**src/rtl/ttx_pkg.sv**
```systemverilog
package ttx_pkg;
  localparam int unsigned SYS_HZ   = 27_000_000;
  localparam int unsigned FAST_HZ  = 6_937_500;
  localparam int unsigned SLOW_HZ  = 5_727_272;

  // Phase step for a given bit rate on the system clock
  function automatic int unsigned phase_step(input int unsigned rate_hz,
                                             input int unsigned acc_w);
    longint unsigned num;
    num = longint'(rate_hz) << acc_w;
    return int'(num / longint'(SYS_HZ));
  endfunction
endpackage

```
**src/rtl/ttx_rate_gen.sv**
```systemverilog
module ttx_rate_gen #(
  parameter int ACC_W = 24,
  parameter int CNT_W = 10
) (
  input  logic             clk,
  input  logic             rst_n,
  input  logic             line_en,
  input  logic             rtc_mode,
  input  logic             rate_sel,
  input  logic [CNT_W-1:0] bits_per_line,
  output logic             tick
);
  import ttx_pkg::*;
  localparam logic [ACC_W-1:0] STEP_FAST = ACC_W'(phase_step(FAST_HZ, ACC_W));
  localparam logic [ACC_W-1:0] STEP_SLOW = ACC_W'(phase_step(SLOW_HZ, ACC_W));

  logic [ACC_W-1:0] acc;
  logic [ACC_W:0]   sum;
  logic [CNT_W-1:0] cnt;
  logic             active;

  assign active = line_en && !rtc_mode && (cnt < bits_per_line);
  assign sum    = {1'b0, acc} + {1'b0, (rate_sel ? STEP_SLOW : STEP_FAST)};
  assign tick   = active && sum[ACC_W];

  always_ff @(posedge clk) begin
    if (!rst_n)       acc <= '0;
    else if (active)  acc <= sum[ACC_W-1:0];
    else              acc <= '0;
  end

  always_ff @(posedge clk) begin
    if (!rst_n || !line_en) cnt <= '0;
    else if (tick)          cnt <= cnt + 1'b1;
  end

  // the line count never passes the limit while the limit is held
  a_r5_count_bound: assert property (@(posedge clk) disable iff (!rst_n)
    ($past(line_en) && line_en && $stable(bits_per_line) && $past(cnt) <= bits_per_line)
      |-> (cnt <= bits_per_line));
endmodule

```
**src/rtl/ttx_sample_delay.sv**
```systemverilog
module ttx_sample_delay #(
  parameter int DLY_W = 4
) (
  input  logic             clk,
  input  logic             rst_n,
  input  logic             tick,
  input  logic             rtc_mode,
  input  logic [DLY_W-1:0] dly,
  input  logic             ser_in,
  output logic             req_o,
  output logic             bit_valid_o,
  output logic             bit_o
);
  localparam int TAPS = 1 << DLY_W;

  // hist[k] is high when the request was high k cycles ago
  logic [TAPS-1:0] hist;
  logic            take_now;

  assign req_o    = hist[0];
  assign take_now = hist[dly] && !rtc_mode;

  always_ff @(posedge clk) begin
    if (!rst_n || rtc_mode) hist <= '0;
    else                    hist <= {hist[TAPS-2:0], tick};
  end

  always_ff @(posedge clk) begin
    if (!rst_n) begin
      bit_valid_o <= 1'b0;
      bit_o       <= 1'b0;
    end else begin
      bit_valid_o <= take_now;
      if (take_now) bit_o <= ser_in;
    end
  end

  // request is a single-cycle pulse
  a_r2_single_cycle_req: assert property (@(posedge clk) disable iff (!rst_n)
    req_o |=> !req_o);
  // no sample follows an edge where real-time control held the pin
  a_r8_no_capture_in_rtc: assert property (@(posedge clk) disable iff (!rst_n)
    bit_valid_o |-> !$past(rtc_mode));
endmodule

```
**src/rtl/ttx_shift_buf.sv**
```systemverilog
module ttx_shift_buf #(
  parameter int BUF_W = 8
) (
  input  logic             clk,
  input  logic             rst_n,
  input  logic             rtc_mode,
  input  logic             bit_valid,
  input  logic             bit_in,
  output logic             word_valid_o,
  output logic [BUF_W-1:0] word_o
);
  localparam int N_W = $clog2(BUF_W + 1);

  logic [BUF_W-1:0] shreg;
  logic [BUF_W-1:0] shifted;
  logic [N_W-1:0]   fill;
  logic             full_now;

  assign shifted  = {bit_in, shreg[BUF_W-1:1]};
  assign full_now = bit_valid && (fill == N_W'(BUF_W - 1));

  always_ff @(posedge clk) begin
    if (!rst_n) begin
      shreg        <= '0;
      fill         <= '0;
      word_o       <= '0;
      word_valid_o <= 1'b0;
    end else begin
      word_valid_o <= 1'b0;
      if (rtc_mode) begin
        fill <= '0;
      end else if (bit_valid) begin
        shreg <= shifted;
        if (full_now) begin
          word_o       <= shifted;
          word_valid_o <= 1'b1;
          fill         <= '0;
        end else begin
          fill <= fill + 1'b1;
        end
      end
    end
  end

  // a byte completes only on the cycle after a presented bit
  a_r6_word_after_bit: assert property (@(posedge clk) disable iff (!rst_n)
    word_valid_o |-> $past(bit_valid));
endmodule

```
**src/rtl/ttx_bit_fetch.sv**
```systemverilog
module ttx_bit_fetch #(
  parameter int ACC_W = 24,
  parameter int DLY_W = 4,
  parameter int CNT_W = 10,
  parameter int BUF_W = 8
) (
  input  logic             clk,
  input  logic             rst_n,
  input  logic             line_en,
  input  logic             rate_sel,
  input  logic             rtc_mode,
  input  logic [DLY_W-1:0] dly,
  input  logic [CNT_W-1:0] bits_per_line,
  input  logic             ser_in,
  output logic             req_o,
  output logic             bit_valid_o,
  output logic             bit_o,
  output logic             word_valid_o,
  output logic [BUF_W-1:0] word_o
);
  logic bit_tick;

  ttx_rate_gen #(.ACC_W(ACC_W), .CNT_W(CNT_W)) u_rate (
    .clk(clk), .rst_n(rst_n), .line_en(line_en), .rtc_mode(rtc_mode),
    .rate_sel(rate_sel), .bits_per_line(bits_per_line), .tick(bit_tick));

  ttx_sample_delay #(.DLY_W(DLY_W)) u_delay (
    .clk(clk), .rst_n(rst_n), .tick(bit_tick), .rtc_mode(rtc_mode),
    .dly(dly), .ser_in(ser_in), .req_o(req_o),
    .bit_valid_o(bit_valid_o), .bit_o(bit_o));

  ttx_shift_buf #(.BUF_W(BUF_W)) u_buf (
    .clk(clk), .rst_n(rst_n), .rtc_mode(rtc_mode), .bit_valid(bit_valid_o),
    .bit_in(bit_o), .word_valid_o(word_valid_o), .word_o(word_o));

  // requests only follow an edge inside the line window
  a_r7_req_needs_window: assert property (@(posedge clk) disable iff (!rst_n)
    req_o |-> $past(line_en));
  // no request follows an edge where real-time control held the pin
  a_r8_no_req_in_rtc: assert property (@(posedge clk) disable iff (!rst_n)
    req_o |-> !$past(rtc_mode));
endmodule

```
**config.mk**
```make
export PLATFORM = sky130hd
export DESIGN_NAME = ttx_bit_fetch
export DESIGN_NICKNAME = d
export VERILOG_FILES = /design/src/rtl/ttx_pkg.sv /design/src/rtl/ttx_rate_gen.sv /design/src/rtl/ttx_sample_delay.sv /design/src/rtl/ttx_shift_buf.sv /design/src/rtl/ttx_bit_fetch.sv
export SDC_FILE = /design/constraint.sdc
export NUM_CORES = 1
export LEC_CHECK = 0
export ABC_CLOCK_PERIOD_IN_PS = 2200
export BUFFER_PORTS_ARGS = -buffer_cell sky130_fd_sc_hd__buf_2
export CORE_MARGIN = 2
export CORE_UTILIZATION = 50
export DETAILED_ROUTE_END_ITERATION = 10
export PLACE_DENSITY = 0.79
export SLEW_MARGIN = 10
export SYNTH_ARGS = -nofsm -noshare
export SYNTH_HDL_FRONTEND = slang
export SYNTH_SLANG_ARGS = --single-unit
```
**constraint.sdc**
```tcl
create_clock -name clk -period 2.2 [get_ports clk]
set_input_delay 0.44 -clock clk [delete_from_list [all_inputs] [get_ports clk]]
set_output_delay 0.44 -clock clk [all_outputs]
set_load 0.1 [all_outputs]
```
After elaboration in Yosys (flattened, before gate mapping)
Cells that the tools add are included.
{"block": "classes", "add_sub_neg": 3, "magnitude_cmp": 2, "eq_ne": 1, "muxes": 5, "bitwise_logic": 3, "n_reduce_logical": 15}
{"op": "adder 24 x 24 -> 25 bit", "n": 1}
{"op": "2-to-1 mux 23 bit", "n": 1}
{"op": "adder 10 x 1 -> 10 bit, second input constant", "n": 1}
{"op": "less-than comparator 10 bit", "n": 1}
{"op": "logical AND 1 bit", "n": 5}
{"op": "less-than comparator 4 x 5 -> 1 bit, second input constant", "n": 1}
{"op": "adder 4 x 1 -> 4 bit, second input constant", "n": 1}
{"op": "binary-select mux 1 bit (select 4 bit)", "n": 1}
{"op": "equality test 4 x 3 -> 1 bit, second input constant", "n": 1}
{"op": "2-to-1 mux 4 bit", "n": 1}
{"op": "AND reduction 2 bit", "n": 2}
{"op": "zero test 1 bit", "n": 3}
{"op": "inverter 1 bit", "n": 3}
{"op": "AND reduction 3 bit", "n": 1}
{"op": "OR reduction 3 bit", "n": 1}
{"op": "logical OR 1 bit", "n": 2}
{"op": "2-to-1 mux 1 bit", "n": 2}
{"op": "OR reduction 2 bit", "n": 1}
{"block": "word_totals", "regBits": 73, "input_bits": 20, "out_inout_bits": 12}

Longest topological paths before layout
{"block": "logic_depth", "ltp_word": 4, "mapped_depth": 9, "mapped_depth_nobuf": 8}

Modules after synthesis
Synthesis repeated with hierarchy kept, for this count alone.
{"block": "hier_totals", "hier_cells": 386, "area_unflattened_um2": 3707.3}
{"module": "ttx_rate_gen", "n_inst": 1, "cells_per_inst": 256, "area_per_inst_um2": 2228.4, "seq_area_each_um2": 660.6}
{"module": "ttx_shift_buf", "n_inst": 1, "cells_per_inst": 80, "area_per_inst_um2": 824.5, "seq_area_each_um2": 400.4}
{"module": "ttx_sample_delay", "n_inst": 1, "cells_per_inst": 50, "area_per_inst_um2": 654.4, "seq_area_each_um2": 360.3}

Least setup slack after synthesis
Ideal clock, no wire load.
{"block": "synth_path", "path_kind": "input-to-reg", "start": "input port rate_sel", "end": "register u_rate.acc[15]", "setup_time_ns": 0.117, "arrival_ns": 2.235, "setup_slack_ns": -0.152, "stages": 8, "path_cell_list": "ha_1 fa_1 a211oi_2 o21ai_1 a221o_1 a31oi_1 xor2_1 nor2_1"}
{"block": "synth_via", "elab_chain_len": 2}
{"element": "start, declared", "line_no": "ttx_bit_fetch.sv:10", "text": "input logic rate_sel,"}
{"element": "2-to-1 mux 23 bit", "line_no": "ttx_rate_gen.sv:23", "text": "assign sum = {1'b0, acc} + {1'b0, (rate_sel ? STEP_SLOW : STEP_FAST)};"}
{"element": "adder 24 x 24 -> 25 bit", "line_no": "ttx_rate_gen.sv:23"}
{"element": "end signal, assigned", "line_no": "ttx_rate_gen.sv:28", "text": "else if (active) acc <= sum[ACC_W-1:0];"}
{"element": "end, declared", "line_no": "ttx_rate_gen.sv:17", "text": "logic [ACC_W-1:0] acc;"}
No other way between the ends.
A chain may end at the register's enable or synchronous reset.

Final worst setup path
{"block": "layout_path", "start": "input port rate_sel", "end": "register u_rate.acc[23]"}
Same word-level chain as after synthesis.

==> flow_summary.yaml <==
placed_design:
  dp_slack_ns: -0.4738
  placed_cells: 548
  gp_congestion: 0.8885
  hpwl_um: 5607
  port_buffers: 31
timing:
  worst_pin_slew_ns: 0.7544
  hold_viol: 0
  rsz0062_at_grt: "true"
  clock-skew-final_ns: 0.01308
  relSlewSlack: 0.4968
  setup_slack_ns: 0.03403
  holdWs_ns: 0.3349
  period_minus_slack_ns: 2.166
  timing.final.crit_share: 0.9845
  slew_violations: 0
  max_freq_ghz: 0.4617
  final-setup-viol-count: 0
yosys:
  yosysSeqAreaShare: 0.3837
  synthTopCellsByArea: "dfxtp_1 (38%), ha_1 (8.1%), mux2i_1 (5.7%)"
  synth_top_cell_area_share: 0.3837
  ys_ff_latch: 71
  synthCells: 383
  synth-main-ff-cell: "dfxtp_1"
  yosysTopAreaCell: "dfxtp_1"
  avgSynthCellArea_um2: 9.673
  syn-cell-area_um2: 3705
  synthArstFlopShare: 0
  synth-edff-count: 0
  ys_types: 63
  syn_nets: 428
  synth_warnings: 0
layout:
  antenna-diode-count: 0
  final_layout_size_suffix_gt1_frac: 0.3206
  fill_cells: 581
  stdcell_count: 570
  syn2layout_area_growth_pct: 28.20
  nNetsFinal: 511
worst_setup_path:
  arrival_ns: 2.45
  worst-setup-path-type: "in2reg"
  crit_path_end_kind: "register"
  r2r_cells: 8
  timing.rr.start: "u_rate.acc[1]"
  start_kind: "input port"
  cp-endpoint: "u_rate.acc[23]"
  crit_fanout: 6
  rrSetupSlack_ns: 0.04
  critical_path.startpoint: "rate_sel"
  r2r_end: "u_rate.acc[23]"
  worst_ep_required_time_ns: 2.49
clocking:
  cts_tree: "done"
  cts_root_buffer: "clkbuf_8"
  h-tree-depth: 3
  clk_latency_ns: 0.36
  hold_buffers: 0
  clk_path_buf_depth: 2
  cts_sinks: 71
  path_clk_slew_ns: 0.09
  cts_buffers: 9
global_route:
  grt_pass1_vias: 3028
  grtUsageMet1: 0.2613
  grt_pass1_wl_um: 13900
  use_met2: 0.3509
  antenna_found_initial: 0
  met3_usage: 0.05448
  grt_max_degree: 19
  grt_usage: 0.2065
  grt_remaining_overflow: 0
  grt_busiest_layer: "met2"
pwr:
  vdd_drop_max_mv: 0.3443
  powerDensity_nw_per_um2: 562.2
  p_total_mw: 2.670
  p_leak_nw: 1.956
floorplanning:
  core_um2: 7214
  die_area_um2: 8114
  io_pins: 32
  initial_core_util: 0.5135
  rows: 31
  die_x_um: 90.08
  fp.dieH_um: 90.08
routing:
  drcViolationCount: 0
  drt_iter0_markers: 113
  wire_per_inst_um: 14.35
  routed_wl_um: 8181
  first_pass_iters: 4
  via_count: 3095
  ant_nets: 0
  via_per_inst: 5.430
run_status:
  status: "finished clean"
flow_run:
  cap_violations: 0
hold_path:
  hold_class: "in2reg"
==> worst min path at each step <==
stage / startpoint / endpoint / slack [ns] / cells after the start
6_report: ser_in / u_delay.bit_o / 0.33 / 3
2_1_floorplan: u_delay.hist[9] / u_delay.hist[10] / 0.42 / 1
3_5_place_dp: u_delay.hist[9] / u_delay.hist[10] / 0.44 / 1
5_1_grt: ser_in / u_delay.bit_o / 0.37 / 3
3_3_place_gp: u_delay.hist[11] / u_delay.hist[12] / 0.43 / 1
4_1_cts: ser_in / u_delay.bit_o / 0.33 / 3
==> kinds of logic after synthesis <==
family,after synthesis,share of synthesized area
simple gates,144,0.2239
fa+ha+maj,25,0.08646
xor+xnor,15,0.03546
flops,71,0.3837
mux,26,0.09118
buf+inv,26,0.03343
compound gates,76,0.1459
==> routing by layer <==
| layer | up-vias | wire, µm |
|---|---|---|
| li1 | 1530 | - |
| met4 | 0 | 137 |
| met5 | - | 0 |
| met3 | 13 | 320 |
| met1 | 1492 | 3568 |
| met2 | 60 | 4155 |
==> registers in the layout, summed over array words and instances (netlist names) <==
signal               count
u_rate.acc              23
u_delay.hist            16
u_rate.cnt              10
u_buf.word_o             8
u_buf.shreg              7
u_buf.fill               4
u_buf.word_valid_o       1
u_delay.bit_o            1
u_delay.bit_valid_o      1
==> cell usage after synthesis (2+ instances only) <==
master     n
nor4b_2    2
a211o_1    2
nor4_1     2
or3_1      2
nand2b_1  15
nor2_1    29
or2_1      2
inv_1     15
or2_2      2
ha_1      24
o31ai_1    2
and2_1    18
a31oi_1    2
o21ai_0    8
clkbuf_1   3
o21ai_1    5
a211oi_2   4
a21oi_1   26
buf_2      4
nand2_1   37
a21o_1    11
nor4_2     6
xnor2_1   10
nand3_1    6
and4_1     3
nand4_1    5
nand3b_1   3
mux4_1     4
mux2i_1   21
dfxtp_1   71
xor2_1     5
a211oi_1   3
==> per-stage QoR <==
| stage | TNS (ns) | utilization | cell area [µm²] |
|---|---|---|---|
| floorplan | -0.5432 | - | 3741 |
| global placement | -7.005 | 0.5969 | 4307 |
| detailed placement | -8.390 | 0.5969 | 4307 |
| CTS | 0 | 0.6386 | 4607 |
| global route | -0.2698 | 0.6583 | 4750 |
| finish | 0 | 0.6583 | 4750 |
==> cell usage in the layout (no fill, tap or decap), types with 3 or more instances in the layout <==
cell type	n
ha_4	6
a21oi_2	4
buf_4	44
and2_1	18
o21ai_0	6
nor2_1	29
xnor2_1	9
inv_1	14
xor2_1	5
a21o_1	11
nand2b_1	15
buf_2	30
o21ai_2	4
clkbuf_8	9
nand2_1	37
mux4_1	4
a21oi_1	22
o21ai_1	3
dfxtp_2	3
nand3b_1	3
nand3_1	6
a211oi_2	3
mux2i_1	21
ha_1	18
nor4_2	4
buf_6	6
clkinvlp_4	3
and4_1	3
dfxtp_1	68
nand4_1	5
==> worst max-delay path, stage by stage <==
cell	delay, ns
buf_4	0.11
clkinvlp_4	0.10
buf_12	0.15
fa_2	0.42
a211oi_4	0.26
o21ai_2	0.13
a221oi_4	0.31
o31ai_4	0.11
a21oi_2	0.21
mux2i_1	0.20
==> cell type report <==
| type | instances | area, µm² | area share |
|---|---|---|---|
| well taps | 99 | 123.9 | 0.02608 |
| multi-input cells | 286 | 2361 | 0.4971 |
| inverters | 16 | 63.81 | 0.01344 |
| clock buffers | 9 | 123.9 | 0.02608 |
| flip-flops and latches | 71 | 1425 | 0.3001 |
| clock inverters | 7 | 63.81 | 0.01344 |
| repair buffers | 82 | 588.1 | 0.1238 |
==> report_power, final <==
group | internal [mW] | leakage, nW | switching, mW
logic | 0.173 | 1.29 | 0.181
registers | 1.30 | 0.575 | 0.0111
clock network | 0.434 | 0.0903 | 0.574
total | 1.90 | 1.96 | 0.767
==> timing repair <==
item,CTS,global route
resized for setup,10,26
gates cloned,0,0
buffers inserted,3,3
setup endpoints to repair,11,31
pin swaps,7,7
No activity file was read; power rests on OpenSTA's default activity.
